**src/rtl/cfgw_pkg.sv**
```systemverilog
package cfgw_pkg;
  localparam int REG_W     = 12;
  localparam int FN_W      = 3;
  localparam int DEV_W     = 5;
  localparam int BUS_W     = 9;
  localparam int FN_LSB    = REG_W;
  localparam int DEV_LSB   = FN_LSB + FN_W;
  localparam int BUS_LSB   = DEV_LSB + DEV_W;
  localparam int MIN_LOG2  = 20;
  localparam int MAX_LOG2  = 28;
  localparam int DATA_W    = 32;

  typedef enum logic [1:0] {ST_IDLE, ST_REQ, ST_RSP} acc_state_e;

  function automatic logic [DATA_W-1:0] ones_for(input logic [1:0] len);
    case (len)
      2'd0:    ones_for = 32'h0000_00FF;
      2'd1:    ones_for = 32'h0000_FFFF;
      default: ones_for = 32'hFFFF_FFFF;
    endcase
  endfunction

  function automatic logic [4:0] log2_of(input logic [31:0] v);
    log2_of = 5'd0;
    for (int i = 0; i < 32; i++) begin
      if (v[i]) log2_of = 5'(i);
    end
  endfunction
endpackage

```
**src/rtl/cfgw_window.sv**
```systemverilog
module cfgw_window
  import cfgw_pkg::*;
#(
  parameter int ADDR_W = 32
) (
  input  logic              clk,
  input  logic              rst_n,
  input  logic              upd_valid,
  input  logic              upd_enable,
  input  logic [ADDR_W-1:0] upd_base,
  input  logic [ADDR_W-1:0] upd_size,
  input  logic [ADDR_W-1:0] q_addr,
  output logic              upd_err,
  output logic              win_hit,
  output logic [ADDR_W-1:0] win_off,
  output logic [4:0]        win_log2
);
  localparam logic [ADDR_W-1:0] SIZE_MIN = ADDR_W'(1) << MIN_LOG2;
  localparam logic [ADDR_W-1:0] SIZE_MAX = ADDR_W'(1) << MAX_LOG2;

  logic              map_valid_q, map_valid_d;
  logic [ADDR_W-1:0] map_base_q, map_base_d;
  logic [4:0]        map_log2_q, map_log2_d;
  logic              err_q, err_d;
  logic              size_legal;
  logic [ADDR_W:0]   diff;

  assign size_legal = (upd_size != '0) && ((upd_size & (upd_size - 1'b1)) == '0)
                      && (upd_size >= SIZE_MIN) && (upd_size <= SIZE_MAX);

  always_comb begin
    map_valid_d = map_valid_q;
    map_base_d  = map_base_q;
    map_log2_d  = map_log2_q;
    err_d       = 1'b0;
    if (upd_valid) begin
      if (upd_enable && !size_legal) begin
        err_d = 1'b1;
      end else begin
        map_valid_d = upd_enable;
        if (upd_enable) begin
          map_base_d = upd_base;
          map_log2_d = log2_of(32'(upd_size));
        end
      end
    end
  end

  always_ff @(posedge clk or negedge rst_n) begin
    if (!rst_n) begin
      map_valid_q <= 1'b0;
      map_base_q  <= '0;
      map_log2_q  <= 5'(MIN_LOG2);
      err_q       <= 1'b0;
    end else begin
      map_valid_q <= map_valid_d;
      map_base_q  <= map_base_d;
      map_log2_q  <= map_log2_d;
      err_q       <= err_d;
    end
  end

  assign diff     = {1'b0, q_addr} - {1'b0, map_base_q};
  assign win_off  = diff[ADDR_W-1:0];
  assign win_hit  = map_valid_q && !diff[ADDR_W] && ((win_off >> map_log2_q) == '0);
  assign win_log2 = map_log2_q;
  assign upd_err  = err_q;

  assert_unmapped_silent_R1: assert property (@(posedge clk) disable iff (!rst_n)
    !map_valid_q |-> !win_hit);

  assert_refused_keeps_map_R3: assert property (@(posedge clk) disable iff (!rst_n)
    upd_err |-> (map_valid_q == $past(map_valid_q)) && (map_base_q == $past(map_base_q))
                && (map_log2_q == $past(map_log2_q)));

  assert_size_in_range_R3: assert property (@(posedge clk) disable iff (!rst_n)
    map_valid_q |-> (map_log2_q >= 5'(MIN_LOG2)) && (map_log2_q <= 5'(MAX_LOG2)));
endmodule

```
**src/rtl/cfgw_field_split.sv**
```systemverilog
module cfgw_field_split
  import cfgw_pkg::*;
#(
  parameter int ADDR_W = 32
) (
  input  logic [ADDR_W-1:0] off,
  input  logic [4:0]        log2,
  output logic [BUS_W-1:0]  bus,
  output logic [DEV_W-1:0]  dev,
  output logic [FN_W-1:0]   fn,
  output logic [REG_W-1:0]  regoff
);
  logic [4:0]       bus_bits;
  logic [BUS_W-1:0] bus_keep;

  assign bus_bits = log2 - 5'(MIN_LOG2);
  assign bus_keep = (BUS_W'(1) << bus_bits) - 1'b1;

  assign regoff = off[REG_W-1:0];
  assign fn     = off[FN_LSB +: FN_W];
  assign dev    = off[DEV_LSB +: DEV_W];
  assign bus    = off[BUS_LSB +: BUS_W] & bus_keep;
endmodule

```
**src/rtl/cfgw_access_fsm.sv**
```systemverilog
module cfgw_access_fsm
  import cfgw_pkg::*;
(
  input  logic              clk,
  input  logic              rst_n,
  input  logic              go,
  input  logic              in_write,
  input  logic [1:0]        in_len,
  input  logic [DATA_W-1:0] in_wdata,
  input  logic [BUS_W-1:0]  in_bus,
  input  logic [DEV_W-1:0]  in_dev,
  input  logic [FN_W-1:0]   in_fn,
  input  logic [REG_W-1:0]  in_reg,
  input  logic              dn_ack,
  input  logic              dn_present,
  input  logic [DATA_W-1:0] dn_rdata,
  output logic              dn_req,
  output logic              dn_write,
  output logic [1:0]        dn_len,
  output logic [DATA_W-1:0] dn_wdata,
  output logic [BUS_W-1:0]  dn_bus,
  output logic [DEV_W-1:0]  dn_dev,
  output logic [FN_W-1:0]   dn_fn,
  output logic [REG_W-1:0]  dn_reg,
  output logic              busy,
  output logic              rsp_valid,
  output logic [DATA_W-1:0] rsp_data
);
  acc_state_e        st_q, st_d;
  logic              cap_en, rsp_en;
  logic [DATA_W-1:0] rsp_d;

  always_comb begin
    st_d = st_q;
    case (st_q)
      ST_IDLE: if (go)     st_d = ST_REQ;
      ST_REQ:  if (dn_ack) st_d = ST_RSP;
      default:             st_d = ST_IDLE;
    endcase
  end

  assign cap_en = (st_q == ST_IDLE) && go;
  assign rsp_en = (st_q == ST_REQ) && dn_ack;

  always_comb begin
    if (dn_write)        rsp_d = '0;
    else if (dn_present) rsp_d = dn_rdata;
    else                 rsp_d = ones_for(dn_len);
  end

  always_ff @(posedge clk or negedge rst_n) begin
    if (!rst_n) st_q <= ST_IDLE;
    else        st_q <= st_d;
  end

  always_ff @(posedge clk or negedge rst_n) begin
    if (!rst_n) begin
      dn_write <= 1'b0;
      dn_len   <= 2'd0;
      dn_wdata <= '0;
      dn_bus   <= '0;
      dn_dev   <= '0;
      dn_fn    <= '0;
      dn_reg   <= '0;
    end else if (cap_en) begin
      dn_write <= in_write;
      dn_len   <= in_len;
      dn_wdata <= in_wdata;
      dn_bus   <= in_bus;
      dn_dev   <= in_dev;
      dn_fn    <= in_fn;
      dn_reg   <= in_reg;
    end
  end

  always_ff @(posedge clk or negedge rst_n) begin
    if (!rst_n)      rsp_data <= '0;
    else if (rsp_en) rsp_data <= rsp_d;
  end

  assign dn_req    = (st_q == ST_REQ);
  assign rsp_valid = (st_q == ST_RSP);
  assign busy      = (st_q != ST_IDLE);

  assert_req_held_R6: assert property (@(posedge clk) disable iff (!rst_n)
    dn_req && !dn_ack |=> dn_req && $stable(dn_write) && $stable(dn_len) && $stable(dn_wdata)
                          && $stable(dn_bus) && $stable(dn_dev) && $stable(dn_fn) && $stable(dn_reg));

  assert_rsp_follows_ack_R7: assert property (@(posedge clk) disable iff (!rst_n)
    dn_req && dn_ack |=> rsp_valid && !dn_req);

  assert_absent_ones_R8: assert property (@(posedge clk) disable iff (!rst_n)
    dn_req && dn_ack && !dn_write && !dn_present |=> rsp_data == ones_for($past(dn_len)));

  assert_write_zero_R9: assert property (@(posedge clk) disable iff (!rst_n)
    dn_req && dn_ack && dn_write |=> rsp_data == '0);

  assert_single_rsp_R7: assert property (@(posedge clk) disable iff (!rst_n)
    rsp_valid |=> !rsp_valid && !busy);
endmodule

```
**src/rtl/cfg_window_decoder.sv**
```systemverilog
module cfg_window_decoder
  import cfgw_pkg::*;
#(
  parameter int ADDR_W = 32
) (
  input  logic              clk,
  input  logic              rst_n,
  input  logic              upd_valid,
  input  logic              upd_enable,
  input  logic [ADDR_W-1:0] upd_base,
  input  logic [ADDR_W-1:0] upd_size,
  output logic              upd_err,
  input  logic              cpu_valid,
  input  logic              cpu_write,
  input  logic [1:0]        cpu_len,
  input  logic [ADDR_W-1:0] cpu_addr,
  input  logic [31:0]       cpu_wdata,
  output logic              cpu_busy,
  output logic              cpu_rsp_valid,
  output logic [31:0]       cpu_rdata,
  output logic              dn_req,
  output logic              dn_write,
  output logic [1:0]        dn_len,
  output logic [8:0]        dn_bus,
  output logic [4:0]        dn_dev,
  output logic [2:0]        dn_fn,
  output logic [11:0]       dn_reg,
  output logic [31:0]       dn_wdata,
  input  logic              dn_ack,
  input  logic              dn_present,
  input  logic [31:0]       dn_rdata
);
  logic [1:0]        rst_sync_q;
  logic              rst_int_n;
  logic              win_hit;
  logic [ADDR_W-1:0] win_off;
  logic [4:0]        win_log2;
  logic [BUS_W-1:0]  sp_bus;
  logic [DEV_W-1:0]  sp_dev;
  logic [FN_W-1:0]   sp_fn;
  logic [REG_W-1:0]  sp_reg;
  logic              accept;

  always_ff @(posedge clk or negedge rst_n) begin
    if (!rst_n) rst_sync_q <= 2'b00;
    else        rst_sync_q <= {rst_sync_q[0], 1'b1};
  end
  assign rst_int_n = rst_sync_q[1];

  cfgw_window #(.ADDR_W(ADDR_W)) u_window (
    .clk        (clk),
    .rst_n      (rst_int_n),
    .upd_valid  (upd_valid),
    .upd_enable (upd_enable),
    .upd_base   (upd_base),
    .upd_size   (upd_size),
    .q_addr     (cpu_addr),
    .upd_err    (upd_err),
    .win_hit    (win_hit),
    .win_off    (win_off),
    .win_log2   (win_log2)
  );

  cfgw_field_split #(.ADDR_W(ADDR_W)) u_split (
    .off    (win_off),
    .log2   (win_log2),
    .bus    (sp_bus),
    .dev    (sp_dev),
    .fn     (sp_fn),
    .regoff (sp_reg)
  );

  assign accept = cpu_valid && !cpu_busy && win_hit;

  cfgw_access_fsm u_fsm (
    .clk        (clk),
    .rst_n      (rst_int_n),
    .go         (accept),
    .in_write   (cpu_write),
    .in_len     (cpu_len),
    .in_wdata   (cpu_wdata),
    .in_bus     (sp_bus),
    .in_dev     (sp_dev),
    .in_fn      (sp_fn),
    .in_reg     (sp_reg),
    .dn_ack     (dn_ack),
    .dn_present (dn_present),
    .dn_rdata   (dn_rdata),
    .dn_req     (dn_req),
    .dn_write   (dn_write),
    .dn_len     (dn_len),
    .dn_wdata   (dn_wdata),
    .dn_bus     (dn_bus),
    .dn_dev     (dn_dev),
    .dn_fn      (dn_fn),
    .dn_reg     (dn_reg),
    .busy       (cpu_busy),
    .rsp_valid  (cpu_rsp_valid),
    .rsp_data   (cpu_rdata)
  );

  assert_miss_no_req_R5: assert property (@(posedge clk) disable iff (!rst_int_n)
    cpu_valid && !cpu_busy && !win_hit |=> !dn_req && !cpu_busy);

  assert_bus_width_R10: assert property (@(posedge clk) disable iff (!rst_int_n)
    accept |-> ((win_off >> win_log2) == '0) && ((sp_bus >> (win_log2 - 5'(MIN_LOG2))) == '0));
endmodule

```
**config.mk**
```make
export PLATFORM = sky130hd
export DESIGN_NAME = cfg_window_decoder
export DESIGN_NICKNAME = d
export VERILOG_FILES = /design/src/rtl/cfgw_pkg.sv /design/src/rtl/cfgw_window.sv /design/src/rtl/cfgw_field_split.sv /design/src/rtl/cfgw_access_fsm.sv /design/src/rtl/cfg_window_decoder.sv
export SDC_FILE = /design/constraint.sdc
export NUM_CORES = 1
export LEC_CHECK = 0
export ABC_AREA = 1
export BUFFER_PORTS_ARGS = -buffer_cell sky130_fd_sc_hd__buf_2
export CELL_PAD_IN_SITES_DETAIL_PLACEMENT = 1
export CELL_PAD_IN_SITES_GLOBAL_PLACEMENT = 1
export CORE_MARGIN = 10
export CORE_UTILIZATION = 25
export DETAILED_ROUTE_END_ITERATION = 8
export PLACE_DENSITY = 0.6
export SYNTH_ARGS = -nofsm -noshare
export SYNTH_HDL_FRONTEND = slang
export SYNTH_HIERARCHICAL = 1
export SYNTH_SLANG_ARGS = --single-unit
```
**constraint.sdc**
```tcl
create_clock -name clk -period 8.5 [get_ports clk]
set_clock_uncertainty 0.15 [all_clocks]
set_input_delay 0 -clock clk [delete_from_list [all_inputs] [get_ports clk]]
set_output_delay 0 -clock clk [all_outputs]
set_load 0.02 [all_outputs]
```
---- Word level (Yosys, flattened, before mapping) ----
Index checks and enable logic that the tools add are counted.
word-level totals
  register bits ........................... 139
  input bits .............................. 170
  word-level logic and storage cells ...... 91
cells by class
  add/sub/neg operators ................... 4
  magnitude comparators ................... 2
  equal/unequal tests ..................... 5
  shift operators ......................... 2
  mux-type cells .......................... 39
  bitwise gates (word level) .............. 3
  reductions and logical operators ........ 22
operator list
  operator                                                             number
  two-way mux 5 bit                                                    16
  zero test 32 bit                                                     2
  two-way mux 32 bit                                                   2
  case mux 32 bit (2 select lines)                                     1
  subtractor 32 x 32 -> 33 bit                                         1
  bitwise AND 32 bit                                                   1
  greater-or-equal comparator 32 x 21 -> 1 bit, second input constant  1
  <= comparator 32 x 29 -> 1 bit, second input constant                1
  two-way mux 4 bit                                                    8
  nonzero test 32 bit                                                  1
  >> shifter 32 x 5 -> 32 bit                                          1
  subtractor 32 x 1 -> 32 bit, second input constant                   1
  two-way mux 3 bit                                                    4
  logical AND 1 bit                                                    10
  bitwise AND 9 bit                                                    1
  << shifter 1 x 5 -> 9 bit, first input constant                      1
  subtractor 9 x 1 -> 9 bit, second input constant                     1
  two-way mux 2 bit                                                    4
  subtractor 5 bit, second input constant                              1
  equality test 2 x 1 -> 1 bit, second input constant                  2
  zero test 2 bit                                                      2
  inequality test 2 x 1 -> 1 bit, second input constant                2
  case mux 2 bit (2 select lines)                                      1
  AND reduction 2 bit                                                  2
  6 further kinds                                                      10

---- Logic depth before layout (Yosys ltp) ----
  depth after elaboration ................. 31
  depth in mapped cells ................... 31
  gate-level depth less buffers ........... 31

---- By module ----
The synthesis kept the hierarchy.
by module, submodules not included
  module              instances  cells an instance  area each (um^2)
  cfgw_window         1          736                4630.7
  cfgw_access_fsm     1          464                4057.6
  cfgw_field_split    1          88                 478.0
  cfg_window_decoder  1          5                  63.8

---- Least setup slack after synthesis ----
OpenSTA, ideal clock, no wires.
  path type ............................... reg-to-reg
  start point ............................. reg u_window.map_base_q[0]
  end point ............................... reg u_fsm.dn_bus[0]
  arrival time ............................ 3.521 ns
  required time ........................... 8.233 ns
  setup slack ............................. 4.712 ns
  cell stages (with the launch flop) ...... 27
  cell sequence ........................... dfrtp_1 ha_1 fa_1 o21ai_0 a21oi_1 o21ai_1 nand3_1 nand2_1 nand3_1 nand2_1 xor2_1 nand2_1 nand2_1 nand2_1 nand2_1 inv_1 nor2_1 nand4_1 a21oi_1 nand2_1 nor2_2 buf_2 nand2_1 buf_4 buf_2 nand2_1 nand2_1
between the ends
  longest elaborated chain between the ends .. 6
  elaborated cells on any way between the ends .. 9
RTL lines
  element                                                         line                      RTL
  start: declaration                                              cfgw_window.sv:22         logic [ADDR_W-1:0] map_base_q, map_base_d;
  start signal: assignment                                        cfgw_window.sv:57         map_base_q <= map_base_d;
  subtractor 32 x 32 -> 33 bit *                                  cfgw_window.sv:63         assign diff = {1'b0, q_addr} - {1'b0, map_base_q};
  >> shifter 32 x 5 -> 32 bit or zero test 1 bit (tied branches)  cfgw_window.sv:65         assign win_hit = map_valid_q && !diff[ADDR_W] && ((win_off >> map_log2_q) == '0);
  zero test 32 bit or logical AND 1 bit (tied branches)           cfgw_window.sv:65
  logical AND 1 bit *                                             cfgw_window.sv:65
  via win_hit                                                     cfg_window_decoder.sv:35  logic win_hit;
  logical AND 1 bit *                                             cfg_window_decoder.sv:73  assign accept = cpu_valid && !cpu_busy && win_hit;
  via accept                                                      cfg_window_decoder.sv:42  logic accept;
  logical AND 1 bit *                                             cfgw_access_fsm.sv:42     assign cap_en = (st_q == ST_IDLE) && go;
  end signal: assignment                                          cfgw_access_fsm.sv:69     dn_bus <= in_bus;
  end: declaration                                                cfgw_access_fsm.sv:21     output logic [BUS_W-1:0] dn_bus,
Mark *: on every way through the listed nets, which the timed path passes. The rest lies on a longest branch.
A chain may end at the register's enable or synchronous reset.

---- Worst setup path after layout ----
  start point ............................. reg u_window.map_base_q[0]
  end point ............................... reg u_fsm.dn_write
between the ends
  longest elaborated chain between the ends .. 6
  elaborated cells on any way between the ends .. 8
RTL lines
  element                                                         line                      RTL
  subtractor 32 x 32 -> 33 bit *                                  cfgw_window.sv:63
  >> shifter 32 x 5 -> 32 bit or zero test 1 bit (tied branches)  cfgw_window.sv:65
  zero test 32 bit or logical AND 1 bit (tied branches)           cfgw_window.sv:65
  logical AND 1 bit *                                             cfgw_window.sv:65
  via win_hit                                                     cfg_window_decoder.sv:35
  logical AND 1 bit *                                             cfg_window_decoder.sv:73
  via accept                                                      cfg_window_decoder.sv:42
  logical AND 1 bit *                                             cfgw_access_fsm.sv:42
  end signal: assignment                                          cfgw_access_fsm.sv:66     dn_write <= in_write;
  end: declaration                                                cfgw_access_fsm.sv:18     output logic dn_write,
Marked as above.

==> results by group <==
Setup path
  – Data arrival at the endpoint of the critical path: 5310 ps
  – Library cell appearing most often on the critical path: sky130_fd_sc_hd__nand2_1
  – CP startpoint kind: flip-flop
  – Start of the worst register-to-register path: u_window/map_base_q[0]
  – Reg-to-reg setup timing slack: 3340 ps
  – Worst Setup Path Type: flip-flop to flip-flop
  – Cell with the biggest individual delay on the critical path: sky130_fd_sc_hd__buf_4
  – Critical path required time: 8650 ps
  – Worst-case reg-to-reg path depth: 20
  – Cell-by-cell listing of the critical path: ha_1, fa_1, o21ai_0, a21boi_0, o21ai_0, xnor2_1, nand2_1, a21oi_1, o2111ai_1, nand2_1, nand4_1, nor2_1, nand4_1, a21oi_1, nand2_1, nor2_4, buf_4, nand2_2, buf_4, o21a_1
  – Maximum fanout count along the critical path: 67
  – Delay of the slowest critical-path stage: 570 ps
  – Reg2Reg Capture Point: u_fsm/dn_write
  – Endpoint kind of the worst setup timing path: flip-flop

GRT
  – Number of global-route vias before repair: 10419
  – All-layer global routing usage: 0.159
  – Maximum number of pins on one net before global-route repair: 69
  – Global-route wire length before repair: 57.2 mm
  – Remaining global-route overflow: 0
  – Initial antenna violation count: 13

Floorplanning
  – Site Rows: 70
  – Width of the die: 212 um
  – DIE HEIGHT: 212 um
  – Core region area: 36500 um2
  – Initial core utilization: 0.253
  – I/O pins: 270
  – Die area: 45000 um2

CTS
  – Total of hold buffers inserted after clock tree synthesis: 121
  – CTS tree: yes
  – Num Clock Sinks: 139
  – Number of gates given a new drive strength after cts: 0
  – Number of H-tree levels: 4
  – Total clock buffers created by CTS: 17
  – Root Driver: sky130_fd_sc_hd__clkbuf_16
  – Worst-case clock buffer depth: 2
  – Register clock-pin slew on the reported worst setup and hold paths: 60 ps
  – Number of setup buffers added after CTS: 0
  – Clock network latency to the later pin of the worst-skew pair: 420 ps

Power and ir drop
  – Portion of total power attributed to the clock network: 0.258
  – Net Switching: 1.22 mW
  – Internal power of the cells: 1.71 mW
  – Static power due to leakage: 6.92 nW
  – Proportion of total power due to net switching: 0.417
  – Cell Pwr Density: 231 nW/um2
  – Combinational share of power: 0.428
  – Maximum VDD drop: 0.117 mV
  – Total Power Consumption: 2.93 mW
  – Share of power burned in registers: 0.315

Worst hold path
  – Class of the tightest hold or removal check: primary input to flip-flop
  – Worst Hold Launch: upd_size[12]
  – WHS Endpoint: u_window/win_log2[3]
  – Cell depth of the worst hold path: 9

Routing
  – 1st-iter DRT viols: 503
  – Average via count per standard cell: 4.55
  – Vias after detailed routing: 9681
  – Number of antenna-violating nets in the routed design: 0
  – Number of detailed-route iterations in the first pass: 4
  – Number of design rule violations left after detail routing: 0
  – Total length of routed wires: 35.7 mm
  – Detail-routed net length per standard cell: 16.7 um

Finish
  – Share of layout cells above drive strength 1: 0.236
  – Cell Count, Final, Fillers Out: 2130
  – Area growth from synthesis to final layout: 37.2%
  – Final layout net count: 1850
  – Largest registers in the final layout: u_fsm/dn_wdata: 32 flops, u_fsm/rsp_data: 32 flops, u_window/map_base_q: 32 flops

Placed design
  – Placed cells: 1973
  – Weighted congestion at the end of routability-driven global placement: 0.857
  – Port-buffer cells: 269
  – Post-placement worst setup slack: 3320 ps
  – HPWL after detailed placement: 27.1 mm

Logic synthesis
  – Count of mapped cells out of synthesis: 1291
  – Synth Net Count: 1496
  – Number of warning messages in the yosys log: 6
  – Synth Area per Inst: 7.14 um2
  – Post-Syn Area: 9220 um2

Status
  – Run status: finished, final reports clean

STA
  – Relative slew slack: 0.461
  – Tightest Pin Transition: 809 ps
  – Worst-case hold slack: 21.7 ps
  – Achievable Freq: 0.194 GHz
  – Share of the clock period used by the worst path: 0.607
  – Final max-slew violation count: 0
  – Accumulated negative setup slack: 0 ps
  – Setup violators final: 0
  – Count of final hold-check violations: 0
  – Worst-case setup margin in the final layout: 3340 ps
  – Setup repair after global routing missed its margin: no
  – Final min period: 5160 ps

Run
  – Count of max-cap constraint violations: 0
[through the flow]
| stage | instance area, um2 | utilization |
|---|---|---|
| after CTS | 12600 | 0.346 |
| after detailed placement | 10800 | 0.297 |
| after global routing | 12600 | 0.346 |
| after global placement | 10800 | 0.297 |
| after floorplan | 9220 | - |
| final | 12700 | 0.346 |
[worst max-delay path by stage]
| stage | startpoint | endpoint | slack (ps) | depth (start not counted) |
|---|---|---|---|---|
| final | u_window/map_base_q[0] | u_fsm/dn_write | 3340 | 20 |
| after global routing | u_window/map_base_q[0] | u_fsm/dn_wdata[18] | 2780 | 24 |
| after CTS | u_window/map_base_q[0] | u_fsm/dn_write | 3280 | 20 |
| after detailed placement | u_window/map_base_q[0] | u_fsm/dn_write | 3320 | 20 |
| after global placement | u_window/map_base_q[0] | u_fsm/dn_len[0] | 3470 | 20 |
| after floorplan | rst_sync_q[1] | u_fsm/dn_bus[0] | 4190 | 0 |
[power by group through the flow]
stage / logic, mW / registers [mW] / clock network [mW]
3_5_place_dp: 1.20 / 0.932 / 0
6_report: 1.25 / 0.921 / 0.754
4_1_cts: 1.26 / 0.921 / 0.785
2_1_floorplan: 0.644 / 1.11 / 0
3_3_place_gp: 1.19 / 0.926 / 0
5_1_grt: 1.40 / 0.944 / 0.815
[layout by cell type, fill, tap and decap left out, types with 4 or more instances in the layout]
cell type                       instances
sky130_fd_sc_hd__nand2_2               23
sky130_fd_sc_hd__o211ai_1               4
sky130_fd_sc_hd__o21ai_0               78
sky130_fd_sc_hd__a21boi_0               4
sky130_fd_sc_hd__a21o_1                 6
sky130_fd_sc_hd__nand2_1              390
sky130_fd_sc_hd__diode_2                4
sky130_fd_sc_hd__o21ai_1               10
sky130_fd_sc_hd__clkbuf_16             17
sky130_fd_sc_hd__nand4_1               16
sky130_fd_sc_hd__dfrtp_1              136
sky130_fd_sc_hd__nand3_1              130
sky130_fd_sc_hd__nor2_2                 6
sky130_fd_sc_hd__xor2_1                16
sky130_fd_sc_hd__ha_1                  34
sky130_fd_sc_hd__o21ai_2               15
sky130_fd_sc_hd__nor3_1                 4
sky130_fd_sc_hd__o21bai_1               6
sky130_fd_sc_hd__buf_4                  9
sky130_fd_sc_hd__nor2_1                66
sky130_fd_sc_hd__nor2_4                 8
sky130_fd_sc_hd__clkinv_2               4
sky130_fd_sc_hd__xnor2_1                6
sky130_fd_sc_hd__or2_2                 19
sky130_fd_sc_hd__dlygate4sd3_1        121
sky130_fd_sc_hd__inv_1                152
sky130_fd_sc_hd__a21oi_1               60
sky130_fd_sc_hd__buf_2                269
[area by class of cell]
type / count / area, um2
Antenna cell: 4 / 10.0
Clock buffer: 19 / 443
Clock inverter: 13 / 144
Fill cell: 4547 / 23900
Inverter: 156 / 587
Multi-Input combinational cell: 932 / 4770
Sequential cell: 139 / 3480
Tap cell: 468 / 586
Timing Repair Buffer: 399 / 2630
[worst max-delay path: cells and delay by family (launching register included)]
family,cells,cell delay [ps]
compound gates,7,1920
buf+inv,2,950
simple gates,8,770
fa+ha+maj,2,600
flops,1,390
xor+xnor,1,190
[per-layer routing]
metal,GRT usage,up-vias,part of all wire
li1,-,4835,-
met1,0.200,4563,0.46
met2,0.266,230,0.47
met3,0.0452,35,0.063
met4,0.0300,18,0.0082
met5,0,-,0.0037
No activity file was read; power rests on OpenSTA's default activity.
